## src/rtl/cec_win_rx_pkg.sv

```systemverilog
package cec_win_rx_pkg;

  typedef enum logic [1:0] {
    CLS_BAD   = 2'd0,
    CLS_START = 2'd1,
    CLS_ZERO  = 2'd2,
    CLS_ONE   = 2'd3
  } pulse_cls_e;

  typedef struct packed {
    logic [7:0] data;
    logic       eom;
    logic       ack;
  } rx_entry_t;

endpackage

```

## src/rtl/cec_pulse_meter.sv

```systemverilog
module cec_pulse_meter
  import cec_win_rx_pkg::*;
#(
  parameter int TICK_DIV  = 4,
  parameter int SLO_MIN   = 70,
  parameter int SLO_MAX   = 78,
  parameter int SPER_MIN  = 86,
  parameter int SPER_MAX  = 94,
  parameter int ZLO_MIN   = 26,
  parameter int ZLO_MAX   = 34,
  parameter int OLO_MIN   = 8,
  parameter int OLO_MAX   = 16,
  parameter int BPER_MIN  = 41,
  parameter int BPER_MAX  = 55,
  parameter int ERR_LOW   = 36
) (
  input  logic       clk,
  input  logic       rst_n,
  input  logic       line_in,
  output logic       tick,
  output logic       pulse_vld,
  output pulse_cls_e pulse_cls,
  output logic       pulse_tmo,
  output logic       long_low
);

  localparam int DW = (TICK_DIV > 1) ? $clog2(TICK_DIV) : 1;
  localparam int CW = $clog2(SPER_MAX + 2);
  localparam logic [CW-1:0] CMAX    = '1;
  localparam logic [CW-1:0] L_SLO0  = CW'(SLO_MIN);
  localparam logic [CW-1:0] L_SLO1  = CW'(SLO_MAX);
  localparam logic [CW-1:0] L_SPER0 = CW'(SPER_MIN);
  localparam logic [CW-1:0] L_SPER1 = CW'(SPER_MAX);
  localparam logic [CW-1:0] L_ZLO0  = CW'(ZLO_MIN);
  localparam logic [CW-1:0] L_ZLO1  = CW'(ZLO_MAX);
  localparam logic [CW-1:0] L_OLO0  = CW'(OLO_MIN);
  localparam logic [CW-1:0] L_OLO1  = CW'(OLO_MAX);
  localparam logic [CW-1:0] L_BPER0 = CW'(BPER_MIN);
  localparam logic [CW-1:0] L_BPER1 = CW'(BPER_MAX);
  localparam logic [CW-1:0] L_ERRM1 = CW'(ERR_LOW - 1);

  typedef enum logic [1:0] {M_IDLE, M_LOW, M_HIGH} meter_st_e;

  logic [DW-1:0] div_q;
  logic          tick_q;
  logic [1:0]    sync_q;
  logic          line_q;
  logic          fall, rise;
  meter_st_e     st;
  logic [CW-1:0] low_cnt, per_cnt;
  pulse_cls_e    cls_now;
  logic          per_start_ok, per_bit_ok;

  // tick prescaler
  always_ff @(posedge clk or negedge rst_n) begin
    if (!rst_n) begin
      div_q  <= '0;
      tick_q <= 1'b0;
    end else if (div_q == DW'(TICK_DIV - 1)) begin
      div_q  <= '0;
      tick_q <= 1'b1;
    end else begin
      div_q  <= div_q + 1'b1;
      tick_q <= 1'b0;
    end
  end
  assign tick = tick_q;

  // line synchronizer and edge detect
  always_ff @(posedge clk or negedge rst_n) begin
    if (!rst_n) begin
      sync_q <= 2'b11;
      line_q <= 1'b1;
    end else begin
      sync_q <= {sync_q[0], line_in};
      line_q <= sync_q[1];
    end
  end
  assign fall = line_q & ~sync_q[1];
  assign rise = ~line_q & sync_q[1];

  // classification of the pulse that ends now (edge or timeout)
  always_comb begin
    per_start_ok = !fall || (per_cnt >= L_SPER0 && per_cnt <= L_SPER1);
    per_bit_ok   = !fall || (per_cnt >= L_BPER0 && per_cnt <= L_BPER1);
    if (low_cnt >= L_SLO0 && low_cnt <= L_SLO1 && per_start_ok)
      cls_now = CLS_START;
    else if (low_cnt >= L_ZLO0 && low_cnt <= L_ZLO1 && per_bit_ok)
      cls_now = CLS_ZERO;
    else if (low_cnt >= L_OLO0 && low_cnt <= L_OLO1 && per_bit_ok)
      cls_now = CLS_ONE;
    else
      cls_now = CLS_BAD;
  end

  always_ff @(posedge clk or negedge rst_n) begin
    if (!rst_n) begin
      st        <= M_IDLE;
      low_cnt   <= '0;
      per_cnt   <= '0;
      pulse_vld <= 1'b0;
      pulse_cls <= CLS_BAD;
      pulse_tmo <= 1'b0;
      long_low  <= 1'b0;
    end else begin
      pulse_vld <= 1'b0;
      long_low  <= 1'b0;
      if (tick_q && st != M_IDLE) begin
        if (per_cnt != CMAX) per_cnt <= per_cnt + 1'b1;
        if (st == M_LOW && low_cnt != CMAX) begin
          low_cnt <= low_cnt + 1'b1;
          if (low_cnt == L_ERRM1) long_low <= 1'b1;
        end
      end
      case (st)
        M_IDLE: begin
          if (fall) begin
            st      <= M_LOW;
            low_cnt <= '0;
            per_cnt <= '0;
          end
        end
        M_LOW: begin
          if (rise) st <= M_HIGH;
        end
        M_HIGH: begin
          if (fall) begin
            pulse_vld <= 1'b1;
            pulse_cls <= cls_now;
            pulse_tmo <= 1'b0;
            st        <= M_LOW;
            low_cnt   <= '0;
            per_cnt   <= '0;
          end else if (per_cnt > L_SPER1) begin
            pulse_vld <= 1'b1;
            pulse_cls <= cls_now;
            pulse_tmo <= 1'b1;
            st        <= M_IDLE;
          end
        end
        default: st <= M_IDLE;
      endcase
    end
  end

  AST_EVT_EXCL: assert property (@(posedge clk) disable iff (!rst_n)
    $onehot0({pulse_vld, long_low}));

endmodule

```

## src/rtl/cec_addr_match.sv

```systemverilog
module cec_addr_match #(
  parameter int NSLOT = 5,
  parameter int AW    = 4
) (
  input  logic [NSLOT*AW-1:0] tbl,
  input  logic [NSLOT-1:0]    vld,
  input  logic [AW-1:0]       dest,
  output logic                hit
);

  logic [NSLOT-1:0] slot_hit;

  for (genvar i = 0; i < NSLOT; i++) begin : g_slot
    assign slot_hit[i] = vld[i] && (tbl[i*AW +: AW] == dest);
  end

  assign hit = |slot_hit;

endmodule

```

## src/rtl/cec_rx_store.sv

```systemverilog
module cec_rx_store
  import cec_win_rx_pkg::*;
#(
  parameter int DEPTH = 16,
  localparam int IW   = $clog2(DEPTH),
  localparam int CNTW = $clog2(DEPTH + 1)
) (
  input  logic            clk,
  input  logic            rst_n,
  input  logic            clr,
  input  logic            we,
  input  rx_entry_t       wentry,
  input  logic [IW-1:0]   rd_idx,
  output rx_entry_t       rentry,
  output logic [CNTW-1:0] count
);

  rx_entry_t mem [DEPTH];
  logic      room;

  assign room = count < CNTW'(DEPTH);

  always_ff @(posedge clk) begin
    if (we && room && !clr) mem[count[IW-1:0]] <= wentry;
  end

  always_ff @(posedge clk or negedge rst_n) begin
    if (!rst_n)             count <= '0;
    else if (clr)           count <= '0;
    else if (we && room)    count <= count + 1'b1;
  end

  assign rentry = mem[rd_idx];

  AST_COUNT_CAP: assert property (@(posedge clk) disable iff (!rst_n)
    count <= CNTW'(DEPTH));
  AST_FULL_HOLDS: assert property (@(posedge clk) disable iff (!rst_n)
    (!room && !clr) |=> $stable(count));

endmodule

```

## src/rtl/cec_win_rx.sv

```systemverilog
module cec_win_rx
  import cec_win_rx_pkg::*;
#(
  parameter int TICK_DIV = 4,
  parameter int NSLOT    = 5,
  parameter int DEPTH    = 16,
  parameter int SLO_MIN  = 70,
  parameter int SLO_MAX  = 78,
  parameter int SPER_MIN = 86,
  parameter int SPER_MAX = 94,
  parameter int ZLO_MIN  = 26,
  parameter int ZLO_MAX  = 34,
  parameter int OLO_MIN  = 8,
  parameter int OLO_MAX  = 16,
  parameter int BPER_MIN = 41,
  parameter int BPER_MAX = 55,
  parameter int ERR_LOW  = 36,
  parameter int ACK_LOW  = 30,
  localparam int IW      = $clog2(DEPTH),
  localparam int CNTW    = $clog2(DEPTH + 1)
) (
  input  logic               clk,
  input  logic               rst_n,
  input  logic               line_in,
  output logic               ack_pull,
  input  logic [NSLOT*4-1:0] addr_tbl,
  input  logic [NSLOT-1:0]   addr_vld,
  input  logic               loopback_en,
  input  logic               reject_next,
  input  logic               finish_rst,
  input  logic [1:0]         sts_clr,
  output logic               sts_done,
  output logic               sts_err,
  output logic [CNTW-1:0]    rx_count,
  input  logic [IW-1:0]      rd_idx,
  output logic [7:0]         rd_data,
  output logic               rd_eom,
  output logic               rd_ack
);

  localparam int AKW = $clog2(ACK_LOW + 1);

  typedef enum logic {F_IDLE, F_BITS} frame_st_e;

  logic       tick, pulse_vld, pulse_tmo, long_low;
  pulse_cls_e pulse_cls;
  logic       hit, bit_one, is_data, start_ok;
  logic       store_we, store_clr;
  rx_entry_t  wentry, rentry;

  frame_st_e  fst;
  logic [3:0] bit_idx;
  logic [7:0] shreg;
  logic       eom_q, first_q, capture_q, ackme_q;
  logic       locked_q, done_q, err_q, ack_q;
  logic [AKW-1:0] ack_cnt;

  cec_pulse_meter #(
    .TICK_DIV(TICK_DIV), .SLO_MIN(SLO_MIN), .SLO_MAX(SLO_MAX),
    .SPER_MIN(SPER_MIN), .SPER_MAX(SPER_MAX), .ZLO_MIN(ZLO_MIN),
    .ZLO_MAX(ZLO_MAX), .OLO_MIN(OLO_MIN), .OLO_MAX(OLO_MAX),
    .BPER_MIN(BPER_MIN), .BPER_MAX(BPER_MAX), .ERR_LOW(ERR_LOW)
  ) u_meter (
    .clk(clk), .rst_n(rst_n), .line_in(line_in), .tick(tick),
    .pulse_vld(pulse_vld), .pulse_cls(pulse_cls),
    .pulse_tmo(pulse_tmo), .long_low(long_low)
  );

  assign bit_one = (pulse_cls == CLS_ONE);
  assign is_data = (pulse_cls == CLS_ZERO) || (pulse_cls == CLS_ONE);
  assign start_ok = pulse_vld && (pulse_cls == CLS_START) && !locked_q && !reject_next;

  cec_addr_match #(.NSLOT(NSLOT), .AW(4)) u_match (
    .tbl(addr_tbl), .vld(addr_vld), .dest({shreg[2:0], bit_one}), .hit(hit)
  );

  always_comb begin
    wentry.data = shreg;
    wentry.eom  = eom_q;
    wentry.ack  = bit_one;
    store_we  = (fst == F_BITS) && pulse_vld && is_data && (bit_idx == 4'd9) && capture_q;
    store_clr = finish_rst
             || ((fst == F_IDLE) && start_ok)
             || ((fst == F_BITS) && (long_low || (pulse_vld && !is_data)));
  end

  cec_rx_store #(.DEPTH(DEPTH)) u_store (
    .clk(clk), .rst_n(rst_n), .clr(store_clr), .we(store_we),
    .wentry(wentry), .rd_idx(rd_idx), .rentry(rentry), .count(rx_count)
  );

  always_ff @(posedge clk or negedge rst_n) begin
    if (!rst_n) begin
      fst       <= F_IDLE;
      bit_idx   <= '0;
      shreg     <= '0;
      eom_q     <= 1'b0;
      first_q   <= 1'b0;
      capture_q <= 1'b0;
      ackme_q   <= 1'b0;
      locked_q  <= 1'b0;
      done_q    <= 1'b0;
      err_q     <= 1'b0;
      ack_q     <= 1'b0;
      ack_cnt   <= '0;
    end else begin
      if (tick && ack_q) begin
        if (ack_cnt <= AKW'(1)) ack_q <= 1'b0;
        ack_cnt <= ack_cnt - 1'b1;
      end
      if (finish_rst) locked_q <= 1'b0;
      if (sts_clr[0]) done_q   <= 1'b0;
      if (sts_clr[1]) err_q    <= 1'b0;
      case (fst)
        F_IDLE: begin
          if (start_ok) begin
            fst       <= F_BITS;
            bit_idx   <= '0;
            first_q   <= 1'b1;
            capture_q <= loopback_en;
            ackme_q   <= 1'b0;
          end
        end
        F_BITS: begin
          if (long_low || (pulse_vld && !is_data)) begin
            err_q <= 1'b1;
            fst   <= F_IDLE;
            ack_q <= 1'b0;
          end else if (pulse_vld) begin
            if (bit_idx < 4'd8) begin
              shreg   <= {shreg[6:0], bit_one};
              bit_idx <= bit_idx + 1'b1;
              if (bit_idx == 4'd7 && first_q) begin
                ackme_q   <= hit;
                capture_q <= loopback_en | hit;
              end
            end else if (bit_idx == 4'd8) begin
              eom_q   <= bit_one;
              bit_idx <= 4'd9;
              if (ackme_q && !pulse_tmo) begin
                ack_q   <= 1'b1;
                ack_cnt <= AKW'(ACK_LOW);
              end
            end else begin
              bit_idx <= '0;
              first_q <= 1'b0;
              if (eom_q) begin
                fst <= F_IDLE;
                if (capture_q) begin
                  done_q   <= 1'b1;
                  locked_q <= 1'b1;
                end
              end
            end
          end
        end
        default: fst <= F_IDLE;
      endcase
    end
  end

  assign ack_pull = ack_q;
  assign sts_done = done_q;
  assign sts_err  = err_q;
  assign rd_data  = rentry.data;
  assign rd_eom   = rentry.eom;
  assign rd_ack   = rentry.ack;

  AST_ACK_IN_FRAME: assert property (@(posedge clk) disable iff (!rst_n)
    ack_pull |-> (fst == F_BITS && ackme_q && capture_q));
  AST_LOCK_HOLDS: assert property (@(posedge clk) disable iff (!rst_n)
    (locked_q && fst == F_IDLE) |=> (fst == F_IDLE));
  AST_DONE_FROM_FRAME: assert property (@(posedge clk) disable iff (!rst_n)
    $rose(sts_done) |-> ($past(fst) == F_BITS));
  AST_ERR_FROM_FRAME: assert property (@(posedge clk) disable iff (!rst_n)
    $rose(sts_err) |-> ($past(fst) == F_BITS));
  AST_REJECT_NO_OPEN: assert property (@(posedge clk) disable iff (!rst_n)
    (fst == F_IDLE && reject_next) |=> (fst == F_IDLE));

endmodule

```

## config.mk

```make
export PLATFORM = sky130hd
export DESIGN_NAME = cec_win_rx
export DESIGN_NICKNAME = d
export VERILOG_FILES = /design/src/rtl/cec_win_rx_pkg.sv /design/src/rtl/cec_pulse_meter.sv /design/src/rtl/cec_addr_match.sv /design/src/rtl/cec_rx_store.sv /design/src/rtl/cec_win_rx.sv
export SDC_FILE = /design/constraint.sdc
export NUM_CORES = 1
export LEC_CHECK = 0
export ABC_CLOCK_PERIOD_IN_PS = 3600
export BUFFER_PORTS_ARGS = -buffer_cell sky130_fd_sc_hd__buf_4
export CORE_UTILIZATION = 61
export CTS_CLUSTER_DIAMETER = 120
export DETAILED_ROUTE_END_ITERATION = 6
export GPL_TIMING_DRIVEN = 0
export PLACE_DENSITY = 0.8
export SETUP_SLACK_MARGIN = 0.4
export SYNTH_ARGS = -nofsm -noshare
export SYNTH_HDL_FRONTEND = slang
export SYNTH_SLANG_ARGS = --single-unit
```

## constraint.sdc

```tcl
create_clock -name clk -period 3.6 [get_ports clk]
set_clock_uncertainty 0.1 [all_clocks]
set_input_delay 0.72 -clock clk [delete_from_list [all_inputs] [get_ports clk]]
set_output_delay 0.72 -clock clk [all_outputs]
set_load 0.05 [all_outputs]
```

==> metrics.cfg <==
[status]
status = complete, but fails checks
failed_checks = DRC

[synth]
ys_ff_latch = 218
ys.flop_type = edfxtp_1
synth_edf_count = 160
yosys.area.top_type_share_pct = 51.6
syn_area_mm2 = 0.00931
synth_area_leaders = edfxtp_1 52%, dfrtp_1 15%, mux4_2 10%
synth_top_cell_by_area = edfxtp_1
yosysSeqAreaShare_pct = 67.3
syn-num-nets = 618
synthCells = 566
synth.distinct_cells = 59
ys_warn_count = 0
syn_area_per_cell_um2 = 16.4
async_reset_ff_share_pct = 26.6

[clocking]
worstSkewPairLatency_ns = 0.50
cts.sinks = 218
cts_hold_buf = 0
cts_tree = yes
post_cts.repair.setup_buffers = 0
clk_pin_slew_ns = 0.06
cts_root_buf = clkbuf_16
cts_max_level = 1
cts_made_buffers = 22
clock_path_buffers = 3

[timing]
setup_tns_ns = 0
fin_crit_ns = 3.14
fin_crit_sh_pct = 87.1
fmax_mhz = 319
relSlewSlack_pct = 33.7
grt_setup_unrepaired = yes
finalHoldViolations = 0
timing.final.ws_setup_ns = 0.464
worstMarginPinSlew_ns = 0.991
setup_violations = 0
drv_slew = 0

[setup_path]
reg2reg_from = bit_idx[1]$_DFFE_PN0P_
crit_arrival_ns = 2.32
critPathKind = input pin to output port
r2r-end = u_store.mem[2][6]$_DFFE_PP_
critPathLaunchType = input pin
worstRegToRegCells = 8
crit_fanout = 10
worst-r2r-setup-slack_ns = 0.64
critPathRequiredTime_ns = 2.78
crit_path_start = rd_idx[0]
critPathCaptureType = output port

[drt]
dr.pass1.iters = 7
ant_nets = 0
totalWireLength_mm = 18.3
vias_per_cell = 6.15
avgRoutedWirePerCell_um = 21.8
first_iter_violations = 375
vias = 5164
drc_errors = 3

[pwr]
p_sw_share_pct = 22.4
p_int_mw = 4.11
ir_worst_vdd_mv = 0.431
static-leakage-power_nw = 4.01
pwr-share-seq_pct = 53.3
combPwrFrac_pct = 7.3
total_power_mw = 5.29
switchingPower_mw = 1.19
clkPwrFrac_pct = 39.4
power_density_mw_per_mm2 = 500

[placed_design]
routabilityCongestion = 0.811
port_buffers = 50
hpwl_mm = 12.0
place_ws_ns = 0.420
dp.cells = 801

[floorplan]
rows = 44
die_w_um = 126
core_mm2 = 0.0147
die_h_um = 126
initial_core_util_pct = 63.3
ios = 55
dieArea_mm2 = 0.0158

[global_route]
grt_pass1_wl_mm = 28.9
track_usage_pct = 24.7
grt_overflow = 0
antenna_found_initial = 1
grt_pass1_vias = 5256
grt_max_degree = 59

[hold_path]
hold_class = input pin to async pin

[final_layout]
nets = 693
final_cell_mix = 160 x edfxtp_1, 55 x buf_4, 55 x dfrtp_1, 46 x mux4_2, 44 x nor2_1
layout_commonest_cell = edfxtp_1
antenna_cells = 0
area_delta_synth_final_pct = 13.7
fillers = 880
fin_util_pct = 72.0
seq_area_mm2 = 0.00626
fin_cells = 839
drive_above_1_share_pct = 24.4
multi_input_area_mm2 = 0.00284

[run]
maxCapViolCount = 0

what timing repair did:
action,in CTS,in global routing
setup endpoints to repair,1,5
pin swaps,0,0
resized for setup,1,5
metrics by stage:
stage,hold WS [ns],area [um^2]
final,0.184,10600
after global routing,0.215,10600
after CTS,0.194,10600
after detailed placement,0.247,9930
after global placement,0.246,9910
after floorplan,0.245,9310
Yosys cell counts (6+ instances only):
cell / count
edfxtp_1: 160
dfrtp_1: 55
nor2_1: 44
mux4_2: 42
nand2_1: 30
xnor2_1: 26
inv_1: 23
ha_1: 15
nand4_1: 13
a21oi_1: 11
o21ai_0: 11
xor2_1: 11
clkbuf_1: 10
mux2_2: 9
mux4_1: 8
nor3_1: 8
nand2b_1: 7
nand3_1: 6
critical path, stage by stage:
cell    delay [ns]
buf_6         0.10
buf_4         0.23
mux4_2        0.55
mux4_2        0.50
buf_4         0.21
worst max path at each step:
stage / to / slack (ns)
after floorplan: rd_ack / 0.65
after global placement: u_store.mem[0][7]$_DFFE_PP_ / 0.39
after detailed placement: rd_data[0] / 0.42
after CTS: rd_data[0] / 0.41
after global routing: rd_data[4] / 0.40
final: rd_data[1] / 0.46
cell type report:
class,instances,area share (%)
timing repair buffer,51,3.62
clock inverter,9,0.497
inverter,23,0.816
buffer,23,1.19
sequential,218,59.2
clock buffer,29,5.75
tap,184,2.18
multi-input combinational,302,26.8
layer usage:
| metal | vias up | share of wire, % | global-route usage, % |
|---|---|---|---|
| met2 | 201 | 51 | 42.3 |
| met3 | 35 | 7.0 | 4.54 |
| met5 | - | 0.071 | 0 |
| met1 | 2602 | 39 | 32.3 |
| li1 | 2324 | - | - |
| met4 | 2 | 2.4 | 7.82 |
registers in the layout (all words and copies together), names as in the netlist, 4 cells and up:
name             cells
shreg                8
u_meter.per_cnt      7
bit_idx              4
ack_cnt              5
u_meter.low_cnt      7
u_store.mem        160
u_store.count        5
power by group through the flow:
stage	registers, mW	logic, mW	clock network, mW
after floorplan	2.84	0.284	0
after global placement	2.86	0.369	0
after detailed placement	2.87	0.389	0
after CTS	2.82	0.390	2.12
after global routing	2.82	0.432	2.22
final	2.82	0.386	2.09
cells by family after synthesis:
group	after synthesis	share of synthesized area [%]
AND/OR/NAND/NOR	138	7.61
multiplexers	61	13.7
AO/OA/AOI/OAI	51	3.63
XOR/XNOR	37	3.48
adder cells (fa/ha/maj)	15	2.02
flip-flops	218	67.3
buffers and inverters	46	2.27
Power figures use the tool's default switching activity.
